File: src/rtl/alu_pkg.sv
package alu_pkg;
  typedef enum logic [1:0] {
    FN_ADD  = 2'd0,
    FN_SUB  = 2'd1,
    FN_DBL  = 2'd2,
    FN_PASS = 2'd3
  } fn_e;
endpackage

File: src/rtl/alu_operand_sel.sv
module alu_operand_sel
  import alu_pkg::*;
#(
  parameter int WIDTH = 16
) (
  input  logic [WIDTH-1:0] a,
  input  logic [WIDTH-1:0] b,
  input  fn_e              fn,
  input  logic             cin,
  output logic [WIDTH-1:0] x,
  output logic [WIDTH-1:0] y,
  output logic             c0,
  output logic             is_sub
);
  always_comb begin
    x      = a;
    y      = b;
    c0     = cin;
    is_sub = 1'b0;
    unique case (fn)
      FN_ADD:  y = b;
      FN_SUB: begin
        y      = ~b;
        c0     = 1'b1;
        is_sub = 1'b1;
      end
      FN_DBL:  y = a;
      FN_PASS: y = '0;
      default: y = b;
    endcase
  end
endmodule

File: src/rtl/alu_slice.sv
module alu_slice #(
  parameter int SW = 4
) (
  input  logic [SW-1:0] x,
  input  logic [SW-1:0] y,
  input  logic          c_in,
  input  logic          logic_mode,
  input  logic          force_ones,
  output logic [SW-1:0] sum,
  output logic          c_out
);
  logic [SW:0]   chain;
  logic [SW-1:0] prop;
  logic [SW-1:0] gen;

  assign prop = x ^ y;
  assign gen  = x & y;

  always_comb begin
    chain[0] = force_ones ? 1'b1 : (logic_mode ? 1'b0 : c_in);
    for (int i = 0; i < SW; i++) begin
      sum[i] = prop[i] ^ chain[i];
      if (force_ones)      chain[i+1] = 1'b1;
      else if (logic_mode) chain[i+1] = 1'b0;
      else                 chain[i+1] = gen[i] | (prop[i] & chain[i]);
    end
  end

  assign c_out = chain[SW];
endmodule

File: src/rtl/alu_flag_gen.sv
module alu_flag_gen #(
  parameter int WIDTH = 16
) (
  input  logic [WIDTH-1:0] res,
  input  logic             arith,
  input  logic             is_sub,
  input  logic             c_aux,
  input  logic             c_msb_in,
  input  logic             c_msb_out,
  output logic             f_c,
  output logic             f_ac,
  output logic             f_v,
  output logic             f_z
);
  always_comb begin
    f_c  = arith & (c_msb_out ^ is_sub);
    f_ac = arith & c_aux;
    f_v  = arith & (c_msb_in ^ c_msb_out);
    f_z  = (res == '0);
  end
endmodule

File: src/rtl/carry_mask_alu.sv
module carry_mask_alu
  import alu_pkg::*;
#(
  parameter int WIDTH   = 16,
  parameter int SLICE_W = 4
) (
  input  logic             clk,
  input  logic             rst,
  input  logic [WIDTH-1:0] op_a,
  input  logic [WIDTH-1:0] op_b,
  input  logic [1:0]       fn_sel,
  input  logic             logic_mode,
  input  logic             carry_in,
  input  logic             force_ones,
  output logic [WIDTH-1:0] result,
  output logic             carry_out,
  output logic             flag_c,
  output logic             flag_ac,
  output logic             flag_v,
  output logic             flag_z
);
  localparam int NSLICE  = WIDTH / SLICE_W;
  localparam int AUX_BIT = 4;

  logic [WIDTH-1:0] x, y, sum;
  logic             c0, is_sub;
  logic [NSLICE:0]  link;

  alu_operand_sel #(.WIDTH(WIDTH)) u_sel (
    .a(op_a), .b(op_b), .fn(fn_e'(fn_sel)), .cin(carry_in),
    .x(x), .y(y), .c0(c0), .is_sub(is_sub)
  );

  assign link[0] = c0;

  for (genvar s = 0; s < NSLICE; s++) begin : g_slice
    alu_slice #(.SW(SLICE_W)) u_slice (
      .x(x[s*SLICE_W +: SLICE_W]),
      .y(y[s*SLICE_W +: SLICE_W]),
      .c_in(link[s]),
      .logic_mode(logic_mode),
      .force_ones(force_ones),
      .sum(sum[s*SLICE_W +: SLICE_W]),
      .c_out(link[s+1])
    );
  end

  // carries into a bit are recovered as x^y^sum
  logic c_aux, c_msb_in, arith;
  assign c_aux    = x[AUX_BIT] ^ y[AUX_BIT] ^ sum[AUX_BIT];
  assign c_msb_in = x[WIDTH-1] ^ y[WIDTH-1] ^ sum[WIDTH-1];
  assign arith    = ~logic_mode & ~force_ones;

  logic f_c, f_ac, f_v, f_z;
  alu_flag_gen #(.WIDTH(WIDTH)) u_flags (
    .res(sum), .arith(arith), .is_sub(is_sub),
    .c_aux(c_aux), .c_msb_in(c_msb_in), .c_msb_out(link[NSLICE]),
    .f_c(f_c), .f_ac(f_ac), .f_v(f_v), .f_z(f_z)
  );

  always_ff @(posedge clk) begin
    if (rst) begin
      result    <= '0;
      carry_out <= 1'b0;
      flag_c    <= 1'b0;
      flag_ac   <= 1'b0;
      flag_v    <= 1'b0;
      flag_z    <= 1'b0;
    end else begin
      result    <= sum;
      carry_out <= link[NSLICE];
      flag_c    <= f_c;
      flag_ac   <= f_ac;
      flag_v    <= f_v;
      flag_z    <= f_z;
    end
  end
endmodule

File: config.mk
export PLATFORM = sky130hd
export DESIGN_NAME = carry_mask_alu
export DESIGN_NICKNAME = d
export VERILOG_FILES = /design/src/rtl/alu_pkg.sv /design/src/rtl/alu_operand_sel.sv /design/src/rtl/alu_slice.sv /design/src/rtl/alu_flag_gen.sv /design/src/rtl/carry_mask_alu.sv
export SDC_FILE = /design/constraint.sdc
export NUM_CORES = 1
export LEC_CHECK = 0
export CAP_MARGIN = 20
export CORE_MARGIN = 5
export CORE_UTILIZATION = 46
export CTS_BUF_LIST = sky130_fd_sc_hd__clkbuf_4 sky130_fd_sc_hd__clkbuf_8
export CTS_CLUSTER_DIAMETER = 40
export DETAILED_ROUTE_END_ITERATION = 7
export PLACE_DENSITY = 0.87
export SLEW_MARGIN = 20
export SYNTH_ARGS = -nofsm -noshare
export SYNTH_HDL_FRONTEND = slang
export SYNTH_SLANG_ARGS = --single-unit
File: constraint.sdc
create_clock -name clk -period 16.5 [get_ports clk]
set_input_delay 4.95 -clock clk [delete_from_list [all_inputs] [get_ports clk]]
set_output_delay 4.95 -clock clk [all_outputs]
set_load 0.05 [all_outputs]
## Word-level counts from Yosys, hierarchy flattened

Cells that the tools add are included.

- Flip-flop bits (word level): 21
- Logic and storage cells: 117
- Output and inout bits: 21
- Bits of input ports: 39

- Equality and inequality tests: 3
- Bitwise operators: 69
- Reductions and logical operators: 2
- Muxes and demuxes: 37

Operators with widths:

| cell | count |
|---|---|
| 16-bit one-hot mux with 4 select lines | 1 |
| 1-bit two-way mux | 36 |
| 1-bit bitwise XOR | 22 |
| 1-bit AND | 20 |
| 4-bit AND | 4 |
| 16-bit zero test | 1 |
| 16-bit inverter | 1 |
| 1-bit OR | 16 |
| 4-bit bitwise XOR | 4 |
| 2-bit equality test (second input constant) | 2 |
| 2-bit by 1-bit equality test with 1-bit output (second input constant) | 1 |
| 2-bit zero test | 1 |
| 1-bit inverter | 2 |

## Logic depth before layout (Yosys ltp)

- Depth after elaboration: 70
- Mapped depth: 51
- Depth with buffers taken out: 49

## Hierarchy

A second synthesis with hierarchy kept.

- Cells, all modules: 154
- Area total of the unflattened synthesis: 1684.1 µm²

By module, submodules not included:

| module | instances | area each (µm²) | sequential area each (µm²) | cells each |
|---|---|---|---|---|
| carry_mask_alu | 1 | 613.1 | 420.4 | 47 |
| alu_operand_sel | 1 | 515.5 | 0.0 | 57 |
| alu_slice | 4 | 121.4 | 0.0 | 10 |
| alu_flag_gen | 1 | 70.1 | 0.0 | 10 |

## Least setup slack after synthesis

OpenSTA, ideal clock, no wires.

- Kind: input to register
- Start point: input port fn_sel[0]
- End point: register flag_z
- Setup slack: 2.741 ns
- Library setup time: 0.088 ns
- Data required time: 16.412 ns
- Stages: 50
- Path buffers: 2
- Arrival: 13.671 ns
- Path through: buf_6 -> buf_8 -> xnor2_1 -> o21ai_0 -> fa_1 -> a21oi_1 -> fa_1 -> nor2_1 -> nor2_1 -> fa_1 -> nor2_1 -> nor2_1 -> fa_1 -> o21bai_1 -> fa_1 -> a21oi_1 -> fa_1 -> nor2_1 -> (+14 left out) -> nor2_1 -> nor2_1 -> fa_1 -> nor2_1 -> nor2_1 -> fa_1 -> nor2_1 -> nor2_1 -> fa_1 -> nor2_1 -> nor2_1 -> fa_1 -> nor2_1 -> nor2_1 -> fa_1 -> and4b_1 -> nand3_1 -> nor4_2

- Longest elaborated chain between the ends: 66
- Elaborated cells on any way between the ends: 93
- Classes of those cells: eq/ne: 3; mux: 34; bitwise: 54; reduce/logical: 2

RTL lines:

| what | line | text |
|---|---|---|
| start: declaration | carry_mask_alu.sv:11 | `input logic [1:0] fn_sel,` |
| 2-bit by 1-bit equality test with 1-bit output | alu_operand_sel.sv:20 | `unique case (fn)` |
| 1-bit two-way mux | alu_operand_sel.sv:20 |  |
| 1-bit two-way mux (2 in a row) | alu_slice.sv:20 | `chain[0] = force_ones ? 1'b1 : (logic_mode ? 1'b0 : c_in);` |
| 1-bit AND | alu_slice.sv:25 | `else chain[i+1] = gen[i] \| (prop[i] & chain[i]);` |
| 1-bit OR | alu_slice.sv:25 |  |
| 1-bit two-way mux | alu_slice.sv:24 | `else if (logic_mode) chain[i+1] = 1'b0;` |
| 1-bit two-way mux | alu_slice.sv:23 | `if (force_ones) chain[i+1] = 1'b1;` |
| 1-bit AND | alu_slice.sv:25 |  |
| (+49 left out) | -- |  |
| 1-bit two-way mux | alu_slice.sv:24 |  |
| 1-bit two-way mux | alu_slice.sv:23 |  |
| 1-bit AND | alu_slice.sv:25 |  |
| 1-bit OR | alu_slice.sv:25 |  |
| 1-bit two-way mux | alu_slice.sv:24 |  |
| 1-bit two-way mux | alu_slice.sv:23 |  |
| 1-bit bitwise XOR | alu_slice.sv:22 | `sum[i] = prop[i] ^ chain[i];` |
| 16-bit zero test * | alu_flag_gen.sv:19 | `f_z = (res == '0);` |
| end signal: assignment | carry_mask_alu.sv:75 | `flag_z <= f_z;` |
| end: declaration | carry_mask_alu.sv:20 | `output logic flag_z` |

Mark *: on every way between the ends. The rest lies on a longest branch, timed or not.
A chain may end at the register's enable or synchronous reset.

## Worst setup path after layout

- Start point: input port fn_sel[1]
- End point: register flag_z

Same word-level chain as after synthesis.

==> results by group <==
CTS
  • Post-cts resize count: 0
  • CTS Root Cell: clkbuf_4
  • CTS max path bufs: 2
  • Clk sinks: 21
  • Post-CTS setup buffer count: 0
  • Post-CTS Hold Fix Bufs: 0
  • H-tree lvl count: 1
  • CTS tree: yes
  • Total CTS buffers: 3
  • Reg clk slew, reported paths: 100 ps

STA
  • Final Setup Violations: 0
  • Final Hold Vio Count: 0
  • Fin crit period: 14780 ps
  • Actual slew at the worst max-slew pin: 711.8 ps
  • Max Slew Vio Count: 0
  • Setup TNS: 0 ps
  • Unrepaired setup endpoints after global routing: false
  • Rel. slew slack: 0.5240
  • Period utilisation layout: 0.8957
  • Fmax: 67.66 MHz

Yosys
  • Compound-Gate Fraction of Synth Area: 0.09343
  • Mapped Cells: 178
  • Mean post-synth cell area: 8.878 um^2
  • Sequential area share after synthesis: 0.2660
  • Post-Synth Simple-Gate Area: 0.2138
  • Mapped Nets: 235
  • Synth Area in Adders: 0.2185
  • Yosys warns: 0
  • Largest family of logic cells by synthesized area: adder cells
  • #FFs+latches synth: 21
  • XOR/XNOR Fraction of Synth Area: 0.1108
  • Mux contribution to synthesized area: 0
  • Cell variety after synth: 27
  • Synthesized area: 1580 um^2

Run
  • Maxcap violations: 0

Critical path
  • CP required: 16710 ps
  • Critical Path Stages: 50
  • Top delay family on crit path: adder cells
  • Worst setup SP type: input port
  • Critical path buffers and inverters: 1
  • Crit path from: fn_sel[1]
  • CP Capture Point: flag_z
  • Setup CP Type: input port to register
  • Crit-path max FO: 10
  • Most frequent CP cell: nor2_1
  • Worst Path Arrival: 14990 ps
  • Slowest cell on crit path: clkdlybuf4s50_1
  • Setup crit end kind: register
  • Worst path max stage delay: 710 ps

Floorplanning
  • Die Span Y: 68.61 um
  • DIE WIDTH: 68.61 um
  • I/O pins: 60
  • Site row count: 21
  • Die area: 4707 um^2
  • Core area: 3337 um^2
  • Initial Util: 0.4736

Power
  • Power per cell area: 77.01 nW/um^2
  • Design Power: 0.0001685 W
  • Power share of the sequential group: 0.346
  • Switching power total: 0.00006513 W
  • P_leak: 0.8685 nW
  • Cell Int Power: 0.0001034 W
  • Peak supply drop: 0.00002850 V
  • Sw Share: 0.3864
  • Clock power frac: 0.134
  • Gate power share: 0.520

Final layout
  • Commonest non-fill, non-tap cell in the layout: clkdlybuf4s50_1
  • Area delta synth->final: 38.48%
  • Final Net Count: 291
  • Share of cells above drive strength 1: 0.09442
  • Inserted Diodes: 0
  • Most frequent cells in the layout: clkdlybuf4s50_1, nor2_1, dfxtp_1

Routing
  • Pre-Repair DR Iteration Count: 4
  • Vias post-DR: 1292
  • Detailed-route wire length per cell: 12.07 um
  • Vias per inst: 4.631
  • DRC viols: 0
  • Routed Antenna Nets: 0
  • Routed WL: 3367 um
  • 1st-iter DRT viols: 86

GRT
  • Grt ovf: 0
  • Vias in the first global route: 1227
  • First-pass GRT wire length: 5416 um
  • Initial antenna violation count: 0
  • Largest net degree at the start of global routing: 22
  • Total track usage: 0.1513

Place
  • Dpl hpwl: 2857 um
  • RD Place Congestion: 0.8616
  • Port Buffers: 59

Hold path
  • Worst hold path stage count: 3
  • Worst min path class: input port to register

Run status
  • Status: complete, no violations
Yosys cell counts:
library cell | count | share of area
inv_1 | 15 | 0.036
nand2_1 | 3 | 0.0071
nor4b_2 | 1 | 0.0095
buf_2 | 2 | 0.0063
xor2_1 | 1 | 0.0055
a21oi_1 | 5 | 0.016
nor2_1 | 54 | 0.13
nand4b_1 | 2 | 0.011
o21bai_1 | 1 | 0.0048
nor2b_4 | 2 | 0.017
and4b_1 | 1 | 0.0063
buf_8 | 1 | 0.0095
nor4_2 | 1 | 0.0079
nor2b_1 | 2 | 0.0079
dfxtp_1 | 21 | 0.27
nor4_1 | 2 | 0.0079
fa_1 | 16 | 0.20
o21ai_0 | 4 | 0.013
a21oi_2 | 10 | 0.055
xnor2_1 | 19 | 0.11
ha_1 | 2 | 0.016
nand2b_1 | 1 | 0.0040
clkbuf_1 | 5 | 0.012
buf_12 | 1 | 0.013
buf_6 | 3 | 0.021
nand3_1 | 2 | 0.0063
o21a_1 | 1 | 0.0048
how the worst min path moves through the flow:
stage | slack, ps | start | to
2_1_floorplan | 5140 | rst | flag_z
3_3_place_gp | 5750 | logic_mode | flag_v
3_5_place_dp | 5770 | logic_mode | flag_v
4_1_cts | 5450 | logic_mode | flag_ac
5_1_grt | 5450 | logic_mode | flag_v
6_report | 5460 | logic_mode | flag_ac
cell families after synthesis:
kind of cell,Yosys count
fa+ha+maj,18
simple gates,71
xor+xnor,20
flops,21
buf+inv,27
compound gates,21
metrics by stage:
stage,std cells,cell area [um^2],setup slack (ps),utilization,hold slack (ps)
3_5_place_dp,275,2161,1442,0.6475,5771
6_report,279,2188,1720,0.6558,5455
5_1_grt,279,2188,990.4,0.6558,5446
3_3_place_gp,275,2161,1621,0.6475,5753
4_1_cts,279,2188,1720,0.6558,5448
2_1_floorplan,178,1580,2741,-,5144
area by class of cell:
class	instances	area (um^2)
fill	274	1149
clock buffer	3	22.52
tap	46	57.56
multi-input combinational	130	1006
clock inverter	1	5.005
inverter	15	56.30
sequential	21	420.4
timing repair buffer	63	620.6
power by group through the flow:
stage | combinational [W] | sequential, W | clock (W)
after floorplan | 0.0000358 | 0.0000821 | 0
after global placement | 0.0000859 | 0.0000595 | 0
after detailed placement | 0.0000878 | 0.0000596 | 0
after CTS | 0.0000881 | 0.0000584 | 0.0000233
after global routing | 0.0000946 | 0.0000590 | 0.0000271
final | 0.0000876 | 0.0000583 | 0.0000226
registers in the layout, summed over array words and instances, names as in the netlist:
register,count
result,16
flag_v,1
flag_c,1
carry_out,1
flag_z,1
flag_ac,1
metal layers:
layer | routed length [um] | track usage | vias up
li1 | - | - | 657
met1 | 1423 | 0.1960 | 583
met2 | 1663 | 0.2527 | 46
met3 | 229 | 0.01945 | 6
met4 | 51 | 0.06203 | 0
met5 | 0 | 0 | -
No activity file was read; power rests on OpenSTA's default activity.
